$ cat config.mk
export PLATFORM = sky130hd
export DESIGN_NAME = atomic_rmw_seq
export DESIGN_NICKNAME = d
export VERILOG_FILES = /design/src/rtl/atomic_rmw_seq.sv
export SDC_FILE = /design/constraint.sdc
export NUM_CORES = 1
export LEC_CHECK = 0
export BUFFER_PORTS_ARGS = -buffer_cell sky130_fd_sc_hd__buf_2
export CORE_ASPECT_RATIO = 1.5
export CORE_MARGIN = 2
export CORE_UTILIZATION = 29
export DETAILED_ROUTE_END_ITERATION = 7
export HOLD_SLACK_MARGIN = 0.06
export PLACE_DENSITY = 0.53
export SYNTH_ARGS = -nofsm -noshare
export SYNTH_HDL_FRONTEND = slang
export SYNTH_SLANG_ARGS = --single-unit
$ cat constraint.sdc
create_clock -name clk -period 4.98 [get_ports clk]
set_input_delay 0.249 -clock clk [delete_from_list [all_inputs] [get_ports clk]]
set_output_delay 0.249 -clock clk [all_outputs]
set_load 0.01 [all_outputs]
$ cat src/rtl/atomic_rmw_seq.sv
`timescale 1ns/1ps
module atomic_rmw_seq #(
  parameter int ADDR_W     = 32,
  parameter int LINE_BYTES = 64
) (
  input  logic              clk,
  input  logic              rst_n,
  input  logic              req_valid,
  output logic              req_ready,
  input  logic [2:0]        req_op,
  input  logic              req_lock,
  input  logic [ADDR_W-1:0] req_addr,
  input  logic [1:0]        req_size,
  input  logic [63:0]       req_src,
  input  logic [63:0]       req_cmp,
  output logic              rsp_valid,
  output logic [63:0]       rsp_data,
  output logic              rsp_zf,
  input  logic              sb_empty,
  output logic              bus_valid,
  input  logic              bus_ready,
  output logic              bus_we,
  output logic              bus_lock,
  output logic [ADDR_W-1:0] bus_addr,
  output logic [3:0]        bus_len,
  output logic [63:0]       bus_wdata,
  input  logic [63:0]       bus_rdata
);
  localparam int OFF_W = $clog2(LINE_BYTES);
  localparam logic [2:0] OP_LOAD = 3'd0, OP_STORE = 3'd1, OP_XCHG = 3'd2,
                         OP_CAS = 3'd3, OP_FADD = 3'd4;

  typedef enum logic [2:0] {S_IDLE, S_DRAIN, S_RD0, S_RD1, S_WR0, S_WR1, S_RESP} st_t;

  function automatic logic [63:0] bmask(input logic [3:0] n);
    return (n == 4'd0) ? 64'd0 : ({64{1'b1}} >> (7'd64 - {n, 3'b000}));
  endfunction

  st_t               st;
  logic [2:0]        op_q;
  logic              split_q, lock_q;
  logic [ADDR_W-1:0] addr_q;
  logic [3:0]        nb_q, len0_q;
  logic [63:0]       src_q, cmp_q, old_q, new_val;

  wire [3:0]     req_nb    = 4'd1 << req_size;
  wire [OFF_W:0] room      = (OFF_W+1)'(LINE_BYTES) - {1'b0, req_addr[OFF_W-1:0]};
  wire           req_cross = 32'(req_nb) > 32'(room);
  wire [3:0]     req_len0  = req_cross ? room[3:0] : req_nb;
  wire           req_rmw   = req_op inside {OP_XCHG, OP_CAS, OP_FADD};
  wire           req_lk    = req_rmw && (req_lock || req_op == OP_XCHG);

  wire [3:0]  len1   = nb_q - len0_q;
  wire [63:0] m_all  = bmask(nb_q);
  wire        cas_eq = ((old_q ^ cmp_q) & m_all) == 64'd0;
  wire        is_rmw = op_q inside {OP_XCHG, OP_CAS, OP_FADD};
  wire        second = st inside {S_RD1, S_WR1};
  wire        acc    = bus_valid && bus_ready;

  always_comb begin
    case (op_q)
      OP_STORE, OP_XCHG: new_val = src_q & m_all;
      OP_CAS:            new_val = cas_eq ? (src_q & m_all) : old_q;
      OP_FADD:           new_val = (old_q + src_q) & m_all;
      default:           new_val = old_q;
    endcase
  end

  assign req_ready = (st == S_IDLE);
  assign rsp_valid = (st == S_RESP);
  assign rsp_data  = old_q;
  assign rsp_zf    = rsp_valid && op_q == OP_CAS && cas_eq;
  assign bus_valid = st inside {S_RD0, S_RD1, S_WR0, S_WR1};
  assign bus_we    = st inside {S_WR0, S_WR1};
  assign bus_lock  = lock_q;
  assign bus_addr  = second ? addr_q + ADDR_W'(len0_q) : addr_q;
  assign bus_len   = second ? len1 : len0_q;
  assign bus_wdata = !bus_we ? 64'd0 :
                     second  ? ((new_val >> {len0_q, 3'b000}) & bmask(len1)) :
                               (new_val & bmask(len0_q));

  always_ff @(posedge clk or negedge rst_n) begin
    if (!rst_n) begin
      st <= S_IDLE; op_q <= OP_LOAD; split_q <= 1'b0; lock_q <= 1'b0;
      addr_q <= '0; nb_q <= 4'd1; len0_q <= 4'd1;
      src_q <= '0; cmp_q <= '0; old_q <= '0;
    end else begin
      case (st)
        S_IDLE: if (req_valid) begin
          op_q <= req_op; addr_q <= req_addr; nb_q <= req_nb; len0_q <= req_len0;
          split_q <= req_cross; src_q <= req_src; cmp_q <= req_cmp; old_q <= '0;
          st <= req_lk ? S_DRAIN : (req_op == OP_STORE ? S_WR0 : S_RD0);
        end
        S_DRAIN: if (sb_empty) begin
          lock_q <= 1'b1;
          st <= S_RD0;
        end
        S_RD0: if (acc) begin
          old_q <= bus_rdata & bmask(len0_q);
          st <= split_q ? S_RD1 : (is_rmw ? S_WR0 : S_RESP);
        end
        S_RD1: if (acc) begin
          old_q <= old_q | ((bus_rdata & bmask(len1)) << {len0_q, 3'b000});
          st <= is_rmw ? S_WR0 : S_RESP;
        end
        S_WR0: if (acc) begin
          if (split_q) st <= S_WR1;
          else begin st <= S_RESP; lock_q <= 1'b0; end
        end
        S_WR1: if (acc) begin
          st <= S_RESP; lock_q <= 1'b0;
        end
        S_RESP:  st <= S_IDLE;
        default: st <= S_IDLE;
      endcase
    end
  end


  bus_hold_chk: assert property (@(posedge clk) disable iff (!rst_n)
    bus_valid && !bus_ready |=> bus_valid && $stable(bus_addr) && $stable(bus_we)
                               && $stable(bus_len) && $stable(bus_wdata));

  no_cross_chk: assert property (@(posedge clk) disable iff (!rst_n)
    bus_valid |-> (32'(bus_addr[OFF_W-1:0]) + 32'(bus_len) <= LINE_BYTES));

  drain_first_chk: assert property (@(posedge clk) disable iff (!rst_n)
    $rose(bus_lock) |-> $past(sb_empty));

  unlock_after_write_chk: assert property (@(posedge clk) disable iff (!rst_n)
    $fell(bus_lock) |-> $past(bus_valid && bus_ready && bus_we));

  locked_read_pair_chk: assert property (@(posedge clk) disable iff (!rst_n)
    bus_lock && bus_valid && bus_ready && !bus_we |=> bus_valid && bus_lock);

  one_req_chk: assert property (@(posedge clk) disable iff (!rst_n)
    req_valid && req_ready |=> !req_ready);
endmodule

Word-level counts from Yosys, hierarchy flattened
Index checks and enable logic that the tools add are counted.
W data, S select, Z words.
- flip-flop bits (word level): 240
- word-level logic and storage cells: 107
- output and inout port bits: 170
- input bits: 235
- add/sub/neg operators: 7
- mux-type cells: 31
- shifts and indexed selects: 6
- reductions and logical operators: 22
- bitwise gates (word level): 9
- equal/unequal tests: 21
- $lt $le $gt $ge: 1
- operator list (cell ; number):
    $mux W64 ; 9
    $and A64 B64 Y64 ; 7
    $pmux W64 S3 ; 2
    $shr A64 B7 Y64 const A ; 3
    $add A64 B64 Y64 ; 1
    $logic_not A64 Y1 ; 1
    $or A64 B64 Y64 ; 1
    $shl A64 B7 Y64 ; 1
    $shr A64 B7 Y64 ; 1
    $xor A64 B64 Y64 ; 1
    $add A32 B4 Y32 ; 1
    $mux W32 ; 1
    $mux W3 ; 9
    $sub A7 B7 Y7 const A ; 3
    $eq A3 B2 Y1 const B ; 6
    $pmux W3 S6 ; 1
    $eq A3 B3 Y1 const B ; 5
    $ne A2 B2 Y1 const B ; 7
    $logic_not A4 Y1 ; 3
    $reduce_bool A3 Y1 ; 4
    $eq A3 B1 Y1 const B ; 3
    $mux W4 ; 2
    $gt A4 B7 Y1 ; 1
    $sub A7 B6 Y7 const A ; 1
    15 further kinds ; 23

Longest topological paths before layout
- word-level depth: 11
- depth in mapped cells: 16
- mapped depth without buffers: 14

Worst setup path before layout
Ideal clock, no wire load.
- path type: flip-flop to flip-flop
- from: register len0_q[1]
- to: register old_q[27] (netlist: rsp_data[27])
- required time: 4836 ps
- path slack: 894 ps
- arrival: 3942 ps
- cell stages (with the launch flop): 17
- library setup time: 144 ps
- period minus slack after synthesis: 4086 ps
- path buffers: 5
- path through: dfrtp_1 -> clkbuf_1 -> inv_2 -> buf_1 -> clkbuf_1 -> ha_1 -> a21o_1 -> a21oi_1 -> xnor3_1 -> mux2i_1 -> clkbuf_1 -> o21ai_0 -> and2_1 -> clkbuf_1 -> a221o_1 -> a41oi_1 -> o21ai_0
- longest elaborated chain between the ends: 9
- elaborated cells between the ends (all ways): 16
- those cells by class: add/sub: 3; shift: 3; mux: 5; bitwise: 3; reduce/logical: 2
- RTL lines (what ; line ; RTL):
    start, declared ; 43 ; logic [3:0] nb_q, len0_q;
    start signal, assigned ; 90 ; op_q <= req_op; addr_q <= req_addr; nb_q <= req_nb; len0_q <= req_len0;
    $sub A4 B4 Y4 ; 53 ; wire [3:0] len1 = nb_q - len0_q;
    $sub A7 B7 Y7 ; 36 ; return (n == 4'd0) ? 64'd0 : ({64{1'b1}} >> (7'd64 - {n, 3'b000}));
    $shr A64 B7 Y64 ; 36 ;
    $mux W64 ; 36 ;
    $and A64 B64 Y64 ; 103 ; old_q <= old_q | ((bus_rdata & bmask(len1)) << {len0_q, 3'b000});
    $shl A64 B7 Y64 ; 103 ;
    $or A64 B64 Y64 ; 103 ;
    $mux W64 ; 102 ; S_RD1: if (acc) begin
    $pmux W64 S3 (*) ; 88 ; case (st)
    end signal, assigned ; 99 ; old_q <= bus_rdata & bmask(len0_q);
    end signal, assigned ; 103 ;
    end, declared ; 44 ; logic [63:0] src_q, cmp_q, old_q, new_val;
Mark *: on every way between the ends. The rest lies on a longest branch, timed or not. The select of a mux whose other input is x is not followed.
A chain may end at the register's enable or synchronous reset.

Worst setup path in the final report
- from: register src_q[0]
- to: output port bus_wdata[14]
- longest elaborated chain between the ends: 7
- elaborated cells between the ends (all ways): 8
- those cells by class: add/sub: 1; shift: 1; mux: 3; bitwise: 3
- RTL lines (what ; line ; RTL):
    start, declared ; 44 ;
    start signal, assigned ; 86 ; src_q <= '0; cmp_q <= '0; old_q <= '0;
    start signal, assigned ; 91 ; split_q <= req_cross; src_q <= req_src; cmp_q <= req_cmp; old_q <= '0;
    $add A64 B64 Y64 (*) ; 64 ; OP_FADD: new_val = (old_q + src_q) & m_all;
    $and A64 B64 Y64 (*) ; 64 ;
    $pmux W64 S3 (*) ; 61 ; case (op_q)
    $shr A64 B7 Y64 ; 79 ; second ? ((new_val >> {len0_q, 3'b000}) & bmask(len1)) :
    $and A64 B64 Y64 ; 79 ;
    $mux W64 (*) ; 79 ;
    $mux W64 (*) ; 78 ; assign bus_wdata = !bus_we ? 64'd0 :
    end, declared ; 26 ; output logic [63:0] bus_wdata,
Mark *: on every way between the ends. The rest lies on a longest branch, timed or not.

==> impl_metrics.py <==
metrics = {
    "timing": {
        "setup_viol": 3,
        "period_needed_ps": 5000,
        "fin_crit_sh_pct": 100,
        "slew_viol_final": 0,
        "rsz0062_at_grt": "true",
        "timing.fmax_mhz": 200,
        "holdWs_ps": 90.0,
        "finalWorstSetupSlack_ps": -15.6,
        "slew_headroom_pct": 19.9,
        "fin_tns_setup_ps": -30.8,
        "fin_worst_skew_ps": 18.5,
        "hold_violations": 0,
        "tightest_slew_ps": 1190,
    },
    "cts": {
        "ctsLongestPathBuffers": 3,
        "cts_root_buf": "clkbuf_16",
        "htreeDepth": 1,
        "tritoncts": "yes",
        "clkTransAtPathRegs_ps": 60,
        "numClockSinks": 240,
        "numCtsBuffers": 30,
        "clock_latency_ps": 650,
    },
    "routing": {
        "drt_wl_total_mm": 154,
        "routed-via-count": 29800,
        "drc": 0,
        "drt_iter0_drc": 3297,
        "viasPerCell": 5.95,
        "post_drt_wl_per_cell_um": 30.7,
        "route.antenna.remaining_nets": 0,
        "first_pass_iters": 8,
    },
    "synthesis": {
        "ys_ff_latch": 240,
        "yosys-top-cells-area": "dfrtp_1, nand2_1, a21oi_1, ha_1, o21ai_0",
        "synthCells": 3101,
        "synth_cell_types": 93,
        "syn_area_um2": 22700,
        "avgSynthCellArea_um2": 7.32,
        "yosysTopAreaCellShare_pct": 26.2,
        "async_flop_share_pct": 100,
        "yosys.area.top_type": "dfrtp_1",
        "synthFlopType": "dfrtp_1",
        "yosysSeqAreaShare_pct": 26.5,
        "synth-edff-count": 0,
        "yosys_warnings": 0,
        "syn-num-nets": 3423,
    },
    "critical_path": {
        "crit_type": "reg -> out",
        "critPathBufInv": 4,
        "cp-end-kind": "primary output",
        "cp.required_ps": 4730,
        "cp_max_fo": 5,
        "cp_data_arrival_time_ps": 4750,
        "r2r_slack_ps": 360,
        "crit_top_cell": "buf_4",
        "cp-start-kind": "register",
        "cp_slowest_cell": "o32ai_2",
        "reg2reg_from": "len0_q[0]",
        "reg2regPathDepth": 13,
        "r2r-end": "rsp_data[24]",
        "cp_slowest_stage_delay_ps": 470,
        "crit_family": "compound AO/OA/AOI/OAI gates",
        "path_cells": "ha_4 -> fa_2 -> a21o_4 -> a221o_1 -> nand4b_1 -> a211oi_2 -> buf_4 -> o31ai_2 -> buf_4 -> nand2_1 -> xnor2_1 -> o211ai_1 -> buf_4 -> a211oi_1 -> o32ai_2 -> buf_2",
    },
    "placed_design": {
        "dp.cells": 4718,
        "io_buffers": 404,
        "gp_congestion": 1.06,
        "hpwl_mm": 122,
        "place_area_um2": 28200,
        "preCtsSetupSlack_ps": 122,
    },
    "die": {
        "std_cell_rows": 125,
        "dieArea_um2": 80500,
        "fp.dieH_um": 347,
        "die_x_um": 232,
        "io_pins": 405,
        "fp.coreArea_um2": 77400,
        "initial_utilization_pct": 29.3,
    },
    "cells_and_area": {
        "final_cells": 5012,
        "drive_above_1_share_pct": 27.3,
        "area_growth_pct": 43.9,
        "fillerInstances": 8085,
        "fin_area_um2": 32700,
        "multi_input_area_um2": 16600,
        "final_nets": 4293,
        "mostFrequentLayoutCells": "nand2_1, buf_2, buf_4",
        "mostFrequentLayoutCell": "nand2_1",
        "regArea_um2": 6030,
    },
    "hold_path": {
        "hp-class": "in -> reg",
        "hold_end": "rsp_data[3]",
        "holdPathStages": 3,
        "hold_start": "bus_rdata[3]",
    },
    "global_routing": {
        "grt_usage_pct": 37.0,
        "antenna_found_initial": 10,
        "grt_pass1_wl_mm": 213,
        "grt_pass1_vias": 29200,
        "grt_overflow": 0,
        "grt_max_degree": 107,
    },
    "flow_run": {
        "timing.max_cap.violations": 0,
    },
    "power_and_ir_drop": {
        "pwr_density_cell_nw_per_um2": 799,
        "ir_worst_vdd_uv": 505,
        "p_leak_nw": 15.1,
    },
    "status": {
        "outcome": "finished with violations",
        "failed_checks": "negative setup slack",
    },
}
-- synthesized netlist by cell type, types with 35 or more instances --
cell type	count
ha_1	84
xnor2_1	55
a221oi_1	63
xor2_1	81
nor3_1	75
and3_1	36
nand3_1	76
nand4_1	54
and2_1	36
inv_1	55
a211oi_1	49
nor2_1	198
clkbuf_1	160
nand2_1	759
o21ai_0	165
a21oi_1	223
dfrtp_1	238
a31oi_1	40
a21o_1	35
a22oi_1	60
o21a_1	37
-- metal layers --
metal	global-route usage, %	part of all wire [%]	vias to the layer above	wire, um
met5	0	0.052	-	80
met4	39.1	13	12	19600
met3	6.31	7.9	571	12100
met2	57.7	45	1789	68500
met1	40.9	35	14300	53600
li1	-	-	13200	-
-- flip-flops by register name, summed over array words and instances, names as in the netlist --
name      cells
bus_lock      1
addr_q       32
split_q       1
cmp_q        64
nb_q          4
len0_q        4
src_q        64
rsp_data     64
op_q          3
st            3
-- cells by family after synthesis --
group           count (synthesis)  share of synthesized area [%]
simple gates                 1371                           26.9
compound gates                973                           29.9
fa+ha+maj                      87                           4.90
mux                            43                           2.16
buf+inv                       250                           4.34
xor+xnor                      137                           5.35
flops                         240                           26.5
-- power breakdown --
part,internal [mW],leakage (nW),switching (mW)
clock network,1.54,0.546,1.04
registers,2.82,3.05,1.32
logic,6.82,11.5,12.6
total,11.2,15.1,14.9
-- worst reg2reg max path, delay by kind of cell, from the launching register on --
family / cells / cell delay (ps)
AOI/OAI and AO/OA: 5 / 1780
adders and majority gates: 3 / 1030
buffers and inverters: 3 / 390
DFF: 1 / 590
muxes: 1 / 180
and+or+nand+nor: 1 / 440
-- area by class of cell --
class,instances,area share [%]
antenna,2,0.0153
inverter,57,0.663
tap,1016,3.89
clock inverter,19,0.947
timing repair buffer,1031,22.6
sequential,240,18.5
clock buffer,36,2.52
multi-input combinational,2611,50.9
-- worst max path at each step --
| stage | start | end | slack (ps) | depth (start not counted) |
|---|---|---|---|---|
| after CTS | rsp_data[16] | bus_wdata[10] | -8 | 17 |
| after floorplan | len0_q[1] | rsp_data[27] | 890 | 16 |
| final | src_q[0] | bus_wdata[14] | -20 | 16 |
| after global placement | rsp_data[15] | bus_wdata[14] | 100 | 14 |
| after detailed placement | rsp_data[15] | bus_wdata[14] | 120 | 14 |
| after global routing | src_q[0] | bus_wdata[28] | -100 | 16 |
-- stage by stage --
stage	util [%]	total power [mW]
final	42.2	26.1
after floorplan	-	13.3
after global placement	36.5	21.7
after CTS	41.3	24.8
after detailed placement	36.5	21.6
after global routing	42.2	27.1
-- repair_timing --
action                                  in CTS  in global routing
pin swaps                                   21                 45
hold buffers                               218                  0
hold endpoints to repair                   311                  0
setup buffers                                6                 14
gates resized for setup                     87                126
endpoints found under the setup margin      53                 48
Power figures use the tool's default switching activity.
